<file path="config.mk">
export PLATFORM = sky130hd
export DESIGN_NAME = async_serial_ctrl
export DESIGN_NICKNAME = d
export VERILOG_FILES = /design/src/rtl/async_serial_ctrl.sv
export SDC_FILE = /design/constraint.sdc
export NUM_CORES = 1
export LEC_CHECK = 0
export BUFFER_PORTS_ARGS = -buffer_cell sky130_fd_sc_hd__buf_2
export CORE_UTILIZATION = 62
export DETAILED_ROUTE_END_ITERATION = 10
export PLACE_DENSITY = 0.82
export SYNTH_ARGS = -nofsm -noshare
export SYNTH_HDL_FRONTEND = slang
export SYNTH_SLANG_ARGS = --single-unit
export TNS_END_PERCENT = 30
</file>
<file path="constraint.sdc">
create_clock -name clk -period 4.35 [get_ports clk]
set_input_delay 0.6525 -clock clk [delete_from_list [all_inputs] [get_ports clk]]
set_output_delay 0.6525 -clock clk [all_outputs]
set_load 0.05 [all_outputs]
</file>
<file path="src/rtl/async_serial_ctrl.sv">
module async_serial_ctrl #(
  parameter int DIV_W = 16,
  parameter int OVS   = 16
) (
  input  logic        clk,
  input  logic        rst_n,
  input  logic        reg_wr,
  input  logic        reg_rd,
  input  logic [1:0]  reg_addr,
  input  logic [15:0] reg_wdata,
  output logic [15:0] reg_rdata,
  input  logic        rxd,
  output logic        txd
);
  localparam int SW = $clog2(OVS);
  localparam logic [SW-1:0] MID  = SW'(OVS / 2);
  localparam logic [SW-1:0] LAST = SW'(OVS - 1);
  localparam logic [1:0] A_CTRL = 2'd0, A_BAUD = 2'd1, A_DATA = 2'd2, A_STAT = 2'd3;

  wire wr_ctrl = reg_wr && reg_addr == A_CTRL;
  wire wr_baud = reg_wr && reg_addr == A_BAUD;
  wire wr_data = reg_wr && reg_addr == A_DATA;
  wire wr_stat = reg_wr && reg_addr == A_STAT;
  wire rd_data = reg_rd && reg_addr == A_DATA;
  wire rd_stat = reg_rd && reg_addr == A_STAT;

  logic [1:0] mode;
  logic odd, two_stop, rx_en, loop;
  logic [DIV_W-1:0] reload, bcnt;

  always_ff @(posedge clk or negedge rst_n) begin
    if (!rst_n) begin
      mode <= 2'd0; odd <= 1'b0; two_stop <= 1'b0; rx_en <= 1'b0; loop <= 1'b0;
      reload <= '0;
    end else begin
      if (wr_ctrl) {loop, rx_en, two_stop, odd, mode} <= reg_wdata[5:0];
      if (wr_baud) reload <= reg_wdata[DIV_W-1:0];
    end
  end

  wire tick = (bcnt == '0);
  always_ff @(posedge clk or negedge rst_n) begin
    if (!rst_n) bcnt <= '0;
    else        bcnt <= tick ? reload : bcnt - DIV_W'(1);
  end

  wire nine = mode[1];

  // transmit path
  logic [8:0]  thr;
  logic        thr_full, tx_busy;
  logic [11:0] tx_sh;
  logic [3:0]  tx_left;
  logic [SW-1:0] tx_sub;
  logic [8:0]  tx_word;
  wire  [3:0]  tx_nbits = 4'd10 + {3'b000, nine} + {3'b000, two_stop};
  wire         tx_par = (^thr[6:0]) ^ odd;

  always_comb begin
    case (mode)
      2'd0:    tx_word = {1'b1, thr[7:0]};
      2'd1:    tx_word = {1'b1, tx_par, thr[6:0]};
      default: tx_word = thr;
    endcase
  end

  wire tx_bit_end = tx_busy && tick && tx_sub == LAST;
  wire tx_done    = tx_bit_end && tx_left == 4'd1;
  wire tx_load    = thr_full && (!tx_busy || tx_done);

  always_ff @(posedge clk or negedge rst_n) begin
    if (!rst_n) begin
      tx_sh <= '1; tx_left <= 4'd0; tx_sub <= '0; tx_busy <= 1'b0;
      thr <= 9'd0; thr_full <= 1'b0;
    end else begin
      if (tx_load) begin
        tx_sh   <= {2'b11, tx_word, 1'b0};
        tx_left <= tx_nbits;
        tx_sub  <= '0;
        tx_busy <= 1'b1;
      end else if (tx_bit_end) begin
        tx_sh   <= {1'b1, tx_sh[11:1]};
        tx_left <= tx_left - 4'd1;
        tx_sub  <= '0;
        if (tx_done) tx_busy <= 1'b0;
      end else if (tx_busy && tick) begin
        tx_sub <= tx_sub + SW'(1);
      end
      if (wr_data) begin
        thr <= reg_wdata[8:0];
        thr_full <= 1'b1;
      end else if (tx_load) begin
        thr_full <= 1'b0;
      end
    end
  end

  assign txd = loop ? 1'b1 : tx_sh[0];

  // receive path
  logic rx_m, rx_s;
  wire  rx_src = loop ? tx_sh[0] : rxd;
  always_ff @(posedge clk or negedge rst_n) begin
    if (!rst_n) {rx_s, rx_m} <= 2'b11;
    else        {rx_s, rx_m} <= {rx_m, rx_src};
  end

  logic rx_busy;
  logic [SW-1:0] rx_sub;
  logic [3:0] rx_idx;
  logic [8:0] rx_sh;
  wire  [3:0] rx_last = nine ? 4'd10 : 4'd9;
  wire  rx_samp = rx_busy && tick && rx_sub == MID;
  wire  rx_stop = rx_samp && rx_idx == rx_last;
  wire  [8:0] rx_word = nine ? rx_sh : {1'b0, rx_sh[8:1]};
  wire  rx_commit = rx_stop && !(mode == 2'd3 && !rx_sh[8]);
  wire  rx_par_bad = (mode == 2'd1) && (rx_sh[8] != ((^rx_sh[7:1]) ^ odd));

  always_ff @(posedge clk or negedge rst_n) begin
    if (!rst_n) begin
      rx_busy <= 1'b0; rx_sub <= '0; rx_idx <= 4'd0; rx_sh <= 9'd0;
    end else if (!rx_en) begin
      rx_busy <= 1'b0;
    end else if (!rx_busy) begin
      if (tick && !rx_s) begin
        rx_busy <= 1'b1; rx_sub <= SW'(1); rx_idx <= 4'd0; rx_sh <= 9'd0;
      end
    end else if (tick) begin
      rx_sub <= rx_sub + SW'(1);
      if (rx_sub == MID) begin
        rx_idx <= rx_idx + 4'd1;
        if ((rx_idx == 4'd0 && rx_s) || rx_idx == rx_last) rx_busy <= 1'b0;
        else if (rx_idx != 4'd0) rx_sh <= {rx_s, rx_sh[8:1]};
      end
    end
  end

  // receive buffer and flags
  logic [8:0] rbr;
  logic rx_full, perr, ferr, ovr;
  wire clr = rd_stat || wr_stat;

  always_ff @(posedge clk or negedge rst_n) begin
    if (!rst_n) begin
      rbr <= 9'd0; rx_full <= 1'b0; perr <= 1'b0; ferr <= 1'b0; ovr <= 1'b0;
    end else begin
      if (rx_commit) begin
        rbr <= rx_word;
        rx_full <= 1'b1;
      end else if (rd_data) begin
        rx_full <= 1'b0;
      end
      perr <= (rx_commit && rx_par_bad) || (perr && !clr);
      ferr <= (rx_commit && !rx_s)      || (ferr && !clr);
      ovr  <= (rx_commit && rx_full && !rd_data) || (ovr && !clr);
    end
  end

  always_comb begin
    case (reg_addr)
      A_CTRL:  reg_rdata = {10'd0, loop, rx_en, two_stop, odd, mode};
      A_BAUD:  reg_rdata = 16'(reload);
      A_DATA:  reg_rdata = {7'd0, rbr};
      default: reg_rdata = {10'd0, ovr, ferr, perr, rx_full, !tx_busy, !thr_full};
    endcase
  end

  a_r2_idle_mark: assert property (@(posedge clk) disable iff (!rst_n)
    !tx_busy |-> tx_sh[0]);
  a_r4_start_follows_load: assert property (@(posedge clk) disable iff (!rst_n)
    tx_load |=> !tx_sh[0]);
  a_r4_write_held: assert property (@(posedge clk) disable iff (!rst_n)
    wr_data |=> thr_full);
  a_r7_rx_off: assert property (@(posedge clk) disable iff (!rst_n)
    !rx_en |=> !rx_busy);
  a_r8_overrun: assert property (@(posedge clk) disable iff (!rst_n)
    rx_commit && rx_full && !rd_data |=> ovr && rx_full);
  a_r9_framing: assert property (@(posedge clk) disable iff (!rst_n)
    rx_commit && !rx_s |=> ferr);
  a_r10_false_start: assert property (@(posedge clk) disable iff (!rst_n)
    rx_samp && rx_idx == 4'd0 && rx_s |=> !rx_busy);
  a_r11_sticky: assert property (@(posedge clk) disable iff (!rst_n)
    ovr && !clr |=> ovr);
endmodule

</file>
## Yosys cells after proc, flatten, opt, wreduce, memory -nomap -nowiden

Cells that the tools add are included.

| operators by class | value |
|---|---|
| magnitude comparators | 0 |
| divide/modulo/power cells | 0 |
| equal/unequal tests | 14 |
| add/sub/neg operators | 7 |
| bitwise gates (word level) | 2 |
| shifts and indexed selects | 0 |
| multiply operators | 0 |
| reductions and logical operators | 55 |
| mux-type cells | 40 |

Operator list:

| operator | number |
|---|---|
| 9-bit 2-to-1 mux | 7 |
| 4-bit 2-to-1 mux | 12 |
| 16-bit one-hot mux with 3 select lines | 1 |
| 1-bit logical AND | 25 |
| 12-bit 2-to-1 mux | 2 |
| 9-bit one-hot mux with 2 select lines | 1 |
| 16-bit zero test | 1 |
| 16-bit 2-to-1 mux | 1 |
| 16-bit by 1-bit subtractor with 16-bit output (second input constant) | 1 |
| 1-bit 2-to-1 mux | 15 |
| 7-bit XOR reduction | 2 |
| 4-bit by 1-bit adder with 4-bit output (second input constant) | 3 |
| 2-bit nonzero test | 5 |
| 4-bit == test (second input constant) | 2 |
| 1-bit zero test | 7 |
| 2-bit == test (second input constant) | 3 |
| 1-bit logical OR | 6 |
| 6-bit AND reduction | 1 |
| 4-bit by 1-bit adder with 4-bit output | 1 |
| 4-bit by 1-bit adder with 4-bit output (first input constant) | 1 |
| 2-bit by 1-bit == test with 1-bit output (second input constant) | 2 |
| 4-bit by 1-bit == test with 1-bit output (second input constant) | 1 |
| 4-bit == test | 1 |
| 2-bit zero test | 2 |
| other kinds (12) | 15 |

| word-level totals | value |
|---|---|
| input port bits | 23 |
| flip-flop bits (word level) | 102 |
| bits in latches | 0 |
| memory bits (writable) | 0 |
| memories | 0 |
| output and inout port bits | 17 |
| logic and storage cells | 142 |
| bits in read-only memories | 0 |

## Logic depth before layout (Yosys ltp)

Gate-level depths: netlist of the first run.

| logic depth | value |
|---|---|
| depth after elaboration | 8 |
| depth in mapped cells | 9 |
| mapped depth without buffers | 8 |

## Worst setup path before layout of the first run

OpenSTA, ideal clock, no wires.

| timing path | value |
|---|---|
| kind | in2out |
| from | input reg_addr[1] |
| to | output reg_rdata[6] |
| path buffers | 1 |
| data required time | 3.697 ns |
| stages on the path | 3 |
| slack | 1.947 ns |
| arrival time | 1.751 ns |
| path through | clkbuf_1 > nor2b_1 > a22o_1 |

| on the way | value |
|---|---|
| cells in the longest elaborated chain, start to end | 2 |
| elaborated cells on any way between the ends | 4 |
| those cells by class | 2 x eq/ne; 1 x mux; 1 x reduce/logical |

RTL lines:

| element | RTL line | text |
|---|---|---|
| start, declared | 9 | `input logic [1:0] reg_addr,` |
| 2-bit == test (tied with other cells) | 160 | `case (reg_addr)` |
| 16-bit one-hot mux with 3 select lines (*) | 160 |  |
| end, declared | 11 | `output logic [15:0] reg_rdata,` |

Mark *: on every way between the ends. The rest lies on a longest branch, timed or not.

## Worst setup path after layout of the first run

| timing path | value |
|---|---|
| from | register bcnt[0] |
| to | register tx_left[1] |

| on the way | value |
|---|---|
| cells in the longest elaborated chain, start to end | 7 |
| elaborated cells on any way between the ends | 8 |
| those cells by class | 1 x mux; 7 x reduce/logical |

RTL lines:

| element | RTL line | text |
|---|---|---|
| start, declared | 29 | `logic [DIV_W-1:0] reload, bcnt;` |
| start signal, assigned | 44 | `else bcnt <= tick ? reload : bcnt - DIV_W'(1);` |
| 16-bit zero test (*) | 41 | `wire tick = (bcnt == '0);` |
| 1-bit logical AND (*) (2 in series) | 67 | `wire tx_bit_end = tx_busy && tick && tx_sub == LAST;` |
| 1-bit logical AND | 68 | `wire tx_done = tx_bit_end && tx_left == 4'd1;` |
| 1-bit logical OR | 69 | `wire tx_load = thr_full && (!tx_busy \|\| tx_done);` |
| 1-bit logical AND | 69 |  |
| 4-bit 2-to-1 mux / 2-bit nonzero test (equally long branches) | -- |  |
| end signal, assigned | 78 | `tx_left <= tx_nbits;` |
| end signal, assigned | 83 | `tx_left <= tx_left - 4'd1;` |
| end, declared | 53 | `logic [3:0] tx_left;` |

Marks and branches as above.
A chain may end at the register's enable or synchronous reset.

==> results of run 1 <==
[stage by stage]
stage / utilization, % / total power [mW]
global route: 70.6 / 2.44
CTS: 70.6 / 2.33
detailed placement: 68.1 / 1.73
finish: 70.6 / 2.32
floorplan: - / 1.59
global placement: 68.1 / 1.71
[area by class of cell]
cell class / instances / area [um2]
Sequential cell: 100 / 2520
Multi-Input combinational cell: 321 / 2390
Fill cell: 545 / 2290
Timing Repair Buffer: 43 / 228
Clock buffer: 11 / 141
Tap cell: 102 / 128
Clock inverter: 5 / 60.1
Inverter: 14 / 52.6
[per-layer routing]
| metal | vias up | wire, um | share of wire [%] | track usage [%] |
|---|---|---|---|---|
| met1 | 1823 | 4810 | 45 | 39.2 |
| met2 | 129 | 5170 | 48 | 43.3 |
| met3 | 11 | 605 | 5.7 | 5.06 |
| li1 | 1683 | - | - | - |
| met4 | 0 | 112 | 1.0 | 7.81 |
| met5 | - | 0 | 0 | 0 |
[cells in the mapped netlist, drive strengths merged, types with 8 or more instances]
library cell / number
inv: 14
clkbuf: 14
and2: 8
mux2: 48
nand2: 41
dfstp: 12
mux2i: 12
dfrtp: 88
ha: 9
nor3: 11
a21oi: 15
o21ai: 33
xnor2: 23
nor2: 38
[power breakdown]
part / leakage [nW] / switching, mW / internal [mW]
Clock: 0.0999 / 0.320 / 0.284
Combinational: 1.08 / 0.262 / 0.235
Sequential: 1.24 / 0.154 / 1.07
[logic make-up after synthesis]
logic type,count (synthesis)
simple gates,133
flops,100
compound gates,83
mux,66
xor+xnor,30
fa+ha+maj,9
buf+inv,33
[worst max-delay path by stage]
| stage | start | to | slack [ns] | cells after the start |
|---|---|---|---|---|
| 2_1_floorplan | reg_addr[1] | reg_rdata[6] | 1.95 | 3 |
| 3_3_place_gp | bcnt[0] | tx_left[1] | 1.81 | 9 |
| 3_5_place_dp | bcnt[0] | tx_left[1] | 1.70 | 9 |
| 4_1_cts | bcnt[0] | tx_left[1] | 1.69 | 9 |
| 5_1_grt | bcnt[0] | tx_left[1] | 1.40 | 9 |
| 6_report | bcnt[0] | tx_left[1] | 1.68 | 9 |
[flip-flops by register name, summed over array words and instances, names as in the netlist, 2 cells and up]
| register | count |
|---|---|
| bcnt | 16 |
| reload | 16 |
| tx_sh | 10 |
| rbr | 9 |
| rx_sh | 9 |
| thr | 9 |
| rx_idx | 4 |
| rx_sub | 4 |
| tx_left | 4 |
| tx_sub | 4 |
| mode | 2 |
[worst max-delay path, delay by kind of cell (launching register included)]
| family | cells | cell delay [ns] |
|---|---|---|
| fa+ha+maj | 1 | 0.17 |
| compound gates | 1 | 0.14 |
| buf+inv | 2 | 0.35 |
| flops | 1 | 0.42 |
| simple gates | 5 | 1.53 |
==> impl_metrics.ini, run 1 <==
[clock_network]
tritoncts = done
clkTransAtPathRegs_ns = 0.10
hold_buffers = 0
postCtsSetupRepairBufs = 0
insertion_delay_ns = 0.36
clock-sinks = 100
clockRootBuffer = clkbuf_8
cts_buffers = 9
clockBufferDepth = 2
ctsResizeCount = 0
cts_htree_levels = 3

[floorplanning]
ios = 40
initial_core_util_pct = 64.6
dieHeight_um = 92.2
num_rows = 32
die_w_um = 92.2
dieArea_mm2 = 0.00850
core_area_mm2 = 0.00781

[yosys]
syn_avg_cell_area_um2 = 11.1
synth_cell_types = 56
synth-seq-cells = 100
synth_nets = 486
synth_flop_cell = dfrtp_1
ys_seq_area_share_pct = 49.9
synth_mux_area_share_pct = 15.8
syn_inst = 454
synth_area_mm2 = 0.00504
synth_enable_flop_cells = 0
synthArstFlopShare_pct = 100
synth.largest_area_cell = dfrtp_1
synth_xor_xnor_area_share_pct = 5.21
synth_compound_area_share_pct = 10.4
synthAdderAreaFrac_pct = 2.23
synth.top_cell.area_share_pct = 43.7
ys_warn_count = 0
synth_top_family_by_area = multiplexers
synth_area_leaders = dfrtp_1 (44%), mux2_2 (11%), dfstp_2 (6.3%)
synth-simple-area-share_pct = 13.7

[finish]
antenna_cells = 0
design_area_mm2 = 0.00552
final_cells = 596
mostFrequentLayoutCells = dfrtp_1 (88), mux2_2 (48), nand2_1 (41), buf_2 (38), nor2_1 (37)
area_growth_pct = 9.38
layout_commonest_cell = dfrtp_1
final_nets = 521
drive_above_1_share_pct = 28.1

[power]
leakage_nw = 2.42
max-vdd-ir-drop_v = 0.000305
power.density_mw_per_mm2 = 421

[sta]
fin_crit_sh_pct = 61.3
setup_tns_ns = 0
holdWs_ns = 0.361
maxSlewHeadroom_pct = 31.2
maxClockFrequency_ghz = 0.375
finalCriticalPeriod_ns = 2.67
rsz0062_at_grt = false
final-hold-violation-count = 0
fin_ws_ns = 1.68
worst_pin_slew_ns = 1.03
setup_viol = 0
skew_ns = 0.0135
slew_viol_final = 0

[global_routing]
overflow = 0
grt_pass1_vias = 3563
antenna_found_initial = 0
grt_max_degree = 67
grt_pass1_wl_mm = 17.8
grt_use_total_pct = 27.5

[critical_path]
slowest_delay_ns = 0.56
r2r-end = tx_left[1]
r2r-start = bcnt[0]
path_cells = inv_1, ha_1, nor3b_2, nand4b_2, nor3_2, buf_4, nand2_1, nor3_1, a311o_1
worst_ep_required_time_ns = 4.65
cpMaxStageDelayCell = nor3_2
start_kind = flop
cp.arrival_ns = 2.97
critPathCaptureType = flop
cp_max_fo = 11
path_class = reg2reg
rr_worst_depth = 9
ff2ff_setup_slack_ns = 1.68

[placed_design]
dp_slack_ns = 1.70
dp_hpwl_mm = 7.80
dp_cells = 580
place_congestion = 0.836
io_buffers = 39
dpl_cell_area_mm2 = 0.00531

[hold_path]
worstHoldPathCells = 0
hold-path-endpoint = rx_s
min_from = rx_m
hold_class = reg2reg

[run_status]
status = finished clean

[drt]
wl_per_cell_um = 17.9
drc = 0
final_antenna_net_count = 0
routed-via-count = 3646
wl_mm = 10.7
dr.pass1.iters = 5
vias_per_cell = 6.12
first_iter_violations = 248

[job]
cap_violations = 0
Note: power is estimated with default switching activity, not from simulation.
==> inputs of run 2 (changes only) <==
ABC_AREA = 1   (was unset)
CORE_UTILIZATION = 54   (was 62)
PLACE_DENSITY = 0.76   (was 0.82)
clock period = 2.4 ns   (was 4.35 ns; I/O delays follow)
==> impl_metrics.ini, run 2 <==
[clock_network]
clkTransAtPathRegs_ns = 0.10
cts_buffers = 9
clockRootBuffer = clkbuf_8
clockBufferDepth = 2
tritoncts = done
postCtsSetupRepairBufs = 0
clock-sinks = 100
cts_htree_levels = 3
insertion_delay_ns = 0.37

[finish]
final_nets = 701
seq_area_mm2 = 0.00252
mostFrequentLayoutCells = nand2_1 (173), dfrtp_1 (88), inv_1 (67), nor2_1 (47), o21ai_0 (47)
layout_commonest_cell = nand2_1
multi_input_area_mm2 = 0.00233
largestRegisters = bcnt x16, reload x16, tx_sh x10
design_area_mm2 = 0.00577
fillCellCount = 830
area_growth_pct = 11.1
drive_above_1_share_pct = 15.9
antenna_cells = 0

[yosys]
syn_inst = 625
synth.top_cell.area_share_pct = 42.4
ys_warn_count = 0
synth.largest_area_cell = dfrtp_1
synth_flop_cell = dfrtp_1
synth_enable_flop_cells = 0
synth_most_common_cell = nand2_1
syn_avg_cell_area_um2 = 8.31
synth_nets = 657
synthArstFlopShare_pct = 100
synth-seq-cells = 100
ys_seq_area_share_pct = 48.5
synthTopCellsByCount = nand2_1 (173), dfrtp_1 (88), inv_1 (67)
synth_area_leaders = dfrtp_1 (42%), nand2_1 (13%), dfstp_2 (6.1%)
synth_area_mm2 = 0.00519
synth_cell_types = 42

[global_routing]
grt_pass1_wl_mm = 19.2
grt_max_degree = 52
grt_util_met2_pct = 40.5
top_usage_layer = met2
use_met3_pct = 3.83
grt_use_total_pct = 24.8
overflow = 0
grt_pass1_vias = 4075
antenna_found_initial = 0
use_met1_pct = 33.7

[power]
leakage_nw = 3.03
max-vdd-ir-drop_v = 0.000419
total_power_mw = 3.97
power.density_mw_per_mm2 = 688

[drt]
drc = 0
wl_mm = 11.4
final_antenna_net_count = 0
routed-via-count = 4232
wl_per_cell_um = 14.2
vias_per_cell = 5.27
first_iter_violations = 244
dr.pass1.iters = 5

[floorplanning]
initial_core_util_pct = 56.0
dieArea_mm2 = 0.0100
die_w_um = 100
num_rows = 35
core_area_mm2 = 0.00928
ios = 40
dieHeight_um = 100

[run_status]
status = finished clean

[placed_design]
io_buffers = 39
place_congestion = 0.835
dp_hpwl_mm = 8.39
dpl_cell_area_mm2 = 0.00554

[sta]
setup_viol = 0
maxClockFrequency_ghz = 0.462
maxSlewHeadroom_pct = 61.9
rsz0062_at_grt = false
fin_crit_sh_pct = 90.1
finalCriticalPeriod_ns = 2.16
worst_pin_slew_ns = 0.571
setup_tns_ns = 0
skew_ns = 0.0204
slew_viol_final = 0
final-hold-violation-count = 0

[hold_path]
hold_class = in2reg

[critical_path]
path_class = reg2reg
critPathCaptureType = flop
worst_ep_required_time_ns = 2.66
cp_max_fo = 10
start_kind = flop
cp.arrival_ns = 2.43

[job]
cap_violations = 0
==> run 2: cell types whose count changed after synthesis, moves of 6 or more <==
| cell | before | now |
|---|---|---|
| o21ai_1 | 8 | 15 |
| nand3_1 | 6 | 44 |
| o21ai_0 | 24 | 47 |
| mux2_2 | 48 | 1 |
| mux4_2 | 6 | 0 |
| nor2_1 | 37 | 47 |
| xnor2_1 | 23 | 14 |
| o22ai_1 | 7 | 0 |
| inv_1 | 14 | 67 |
| and2_1 | 8 | 0 |
| nand2_1 | 41 | 173 |
| a21o_1 | 6 | 0 |
==> run 2: cell type report <==
type	instances	area share [%]
Clock buffer	10	2.39
Clock inverter	6	1.26
Inverter	70	4.55
Multi-Input combinational cell	439	40.4
Timing Repair Buffer	49	4.99
Sequential cell	100	43.6
Tap cell	129	2.80
==> run 2: cells by family (layout without fill, tap and decap cells) <==
logic type | count (synthesis) | in the layout | share of synthesized area (%)
AO/OA/AOI/OAI | 86 | 86 | 8.94
XOR/XNOR | 25 | 25 | 4.21
adder cells (fa/ha/maj) | 9 | 9 | 2.17
buffers and inverters | 86 | 135 | 6.79
flip-flops | 100 | 100 | 48.5
multiplexers | 8 | 8 | 1.57
AND/OR/NAND/NOR | 311 | 311 | 27.9
==> run 2: worst paths after layout <==
kind	start	endpoint	slack [ns]	depth (start not counted)
worst max-delay path	bcnt[0]	rx_sh[7]	0.24	11
worst max register to register	bcnt[0]	rx_sh[7]	0.24	11
worst min register to register	rx_m	rx_s	0.36	0
max in group asynchronous	rst_n	tx_sh[5]	1.26	3
worst min-delay path	rxd	rx_m	0.20	3
min in group asynchronous	rst_n	bcnt[13]	0.45	2
==> run 2: report_power, final <==
group,total (mW),internal (mW),switching (mW)
Sequential,2.04,1.87,0.168
Combinational,0.792,0.283,0.508
Clock,1.14,0.520,0.618
==> run 2: per-stage QoR <==
step / cells / setup slack [ns] / util (%) / hold WS, ns
floorplan: 625 / 0.160 / - / 0.0644
global placement: 786 / 0.279 / 59.7 / 0.328
detailed placement: 786 / 0.170 / 59.7 / 0.328
CTS: 803 / 0.191 / 62.1 / 0.191
global route: 803 / 0.0413 / 62.1 / 0.211
finish: 803 / 0.237 / 62.1 / 0.202
==> run 2: layer usage <==
layer / wire [um] / part of all wire (%)
met1: 5330 / 47
met2: 5450 / 48
met3: 393 / 3.4
met4: 236 / 2.1
met5: 0 / 0
==> run 2: timing repair <==
item,4_1_cts,5_1_grt
hold endpoints to repair,29,0
gates resized for setup,0,1
setup endpoints to repair,0,6
hold buffers,1,0
==> run 2: worst max-delay path, cell delays in order (launching register included) <==
cell,delay [ns]
dfrtp_1,0.37
inv_1,0.13
ha_1,0.30
nand2_4,0.12
nor2_8,0.15
nand2_4,0.08
nor2_8,0.16
nand2_4,0.11
nor3_4,0.37
nor2_4,0.12
nand2_1,0.09
nand2_1,0.05
==> inputs of run 3 (changes only) <==
CORE_UTILIZATION = 45   (was 54)
PLACE_DENSITY = 0.65   (was 0.76)
==> impl_metrics.ini, run 3 (same netlist as run 2, synthesis figures left out) <==
[critical_path]
cp_max_fo = 10
slowest_delay_ns = 0.36
ff2ff_setup_slack_ns = 0.24
critPathCaptureType = flop
path_class = reg2reg
crit_top_cell = nand2_4
critPathTopFamily = simple AND/OR/NAND/NOR gates
cpMaxStageDelayCell = dfrtp_1
path_cells = inv_1, ha_1, nand2_4, nor2_8, nand2_4, nor2_8, nand2_4, nor3_4, nor2_4, nand2_1, nand2_1
start_kind = flop
worst_ep_required_time_ns = 2.64
critPathBufInv = 1
cp.arrival_ns = 2.40

[drt]
wl_per_cell_um = 14.2
drc = 0
routed-via-count = 4143
vias_per_cell = 5.09
first_iter_violations = 212
wl_mm = 11.6
dr.pass1.iters = 4
final_antenna_net_count = 0

[finish]
mostFrequentLayoutCells = nand2_1 (173), dfrtp_1 (88), inv_1 (67), nor2_1 (47), o21ai_0 (47)
final_nets = 701
largestRegisters = bcnt x16, reload x16, tx_sh x10
antenna_cells = 0
design_area_mm2 = 0.00587
final_core_util_pct = 53.2
layout_commonest_cell = nand2_1
area_growth_pct = 13.0
drive_above_1_share_pct = 16.0

[clock_network]
clockBufferDepth = 2
insertion_delay_ns = 0.35
hold_buffers = 0
cts_htree_levels = 3
tritoncts = done
cts_buffers = 9
clkTransAtPathRegs_ns = 0.07
postCtsSetupRepairBufs = 0
clock-sinks = 100
clockRootBuffer = clkbuf_16
ctsResizeCount = 0

[run_status]
status = finished clean

[floorplanning]
die_w_um = 109
initial_core_util_pct = 47.1
dieArea_mm2 = 0.0120
ios = 40
core_area_mm2 = 0.0110
num_rows = 38
dieHeight_um = 109

[power]
intPower_mw = 2.97
leakage_nw = 3.06
comb_power_share_pct = 18.5
clock_power_share_pct = 33.9
p_seq_share_pct = 47.6
power.density_mw_per_mm2 = 730
max-vdd-ir-drop_v = 0.000472
switching_power_mw = 1.32
netSwitchingFraction_pct = 30.7

[sta]
holdWs_ns = 0.000883
fin_crit_sh_pct = 90.0
final-hold-violation-count = 0
setup_viol = 0
slew_viol_final = 0
maxSlewHeadroom_pct = 61.8
worst_pin_slew_ns = 0.572
maxClockFrequency_ghz = 0.463
finalCriticalPeriod_ns = 2.16
skew_ns = 0.00965
fin_ws_ns = 0.239
rsz0062_at_grt = false
setup_tns_ns = 0

[job]
cap_violations = 0

[hold_path]
hold_class = in2async

[placed_design]
dp_slack_ns = 0.187
dp_hpwl_mm = 8.54
io_buffers = 39
place_congestion = 0.843
dpl_cell_area_mm2 = 0.00557

[global_routing]
overflow = 0
grt_use_total_pct = 21.6
grt_pass1_wl_mm = 19.5
grt_pass1_vias = 3874
grt_max_degree = 49
antenna_found_initial = 0
## run 3: layout make-up
class	count	area, um2
multi-input cells	439	2330
clock buffers	9	225
fillers	1062	5160
well taps	140	175
flip-flops and latches	100	2520
repair buffers	49	285
inverters	70	263
clock inverters	7	75.1
## run 3: through the flow
step | power (mW) | cells
floorplan | 2.60 | 625
global placement | 2.84 | 798
detailed placement | 2.87 | 798
CTS | 4.33 | 814
global route | 4.50 | 814
finish | 4.29 | 814
## run 3: path summary, 6_finish.rpt
kind / start / endpoint / depth (start not counted)
setup / recovery: bcnt[0] / rx_sh[6] / 11
hold / removal: rst_n / reload[14] / 1
setup reg to reg: bcnt[0] / rx_sh[6] / 11
hold reg to reg: rx_m / rx_s / 0
max in group asynchronous: rst_n / rx_s / 2
min in group clk: rxd / rx_m / 3
## run 3: power by group through the flow
stage          Sequential, mW  Clock, mW  Combinational [mW]
2_1_floorplan            2.02          0               0.584
3_3_place_gp             2.07          0               0.775
6_report                 2.04       1.45               0.794
5_1_grt                  2.06       1.54               0.894
4_1_cts                  2.04       1.49               0.802
3_5_place_dp             2.07          0               0.797
## run 3: routing by layer
metal / share of wire [%] / track usage [%] / up-vias
li1: - / - / 2091
met1: 47 / 29.5 / 1978
met2: 48 / 34.9 / 63
met3: 3.4 / 4.03 / 11
met4: 1.3 / 6.48 / 0
met5: 0 / 0 / -
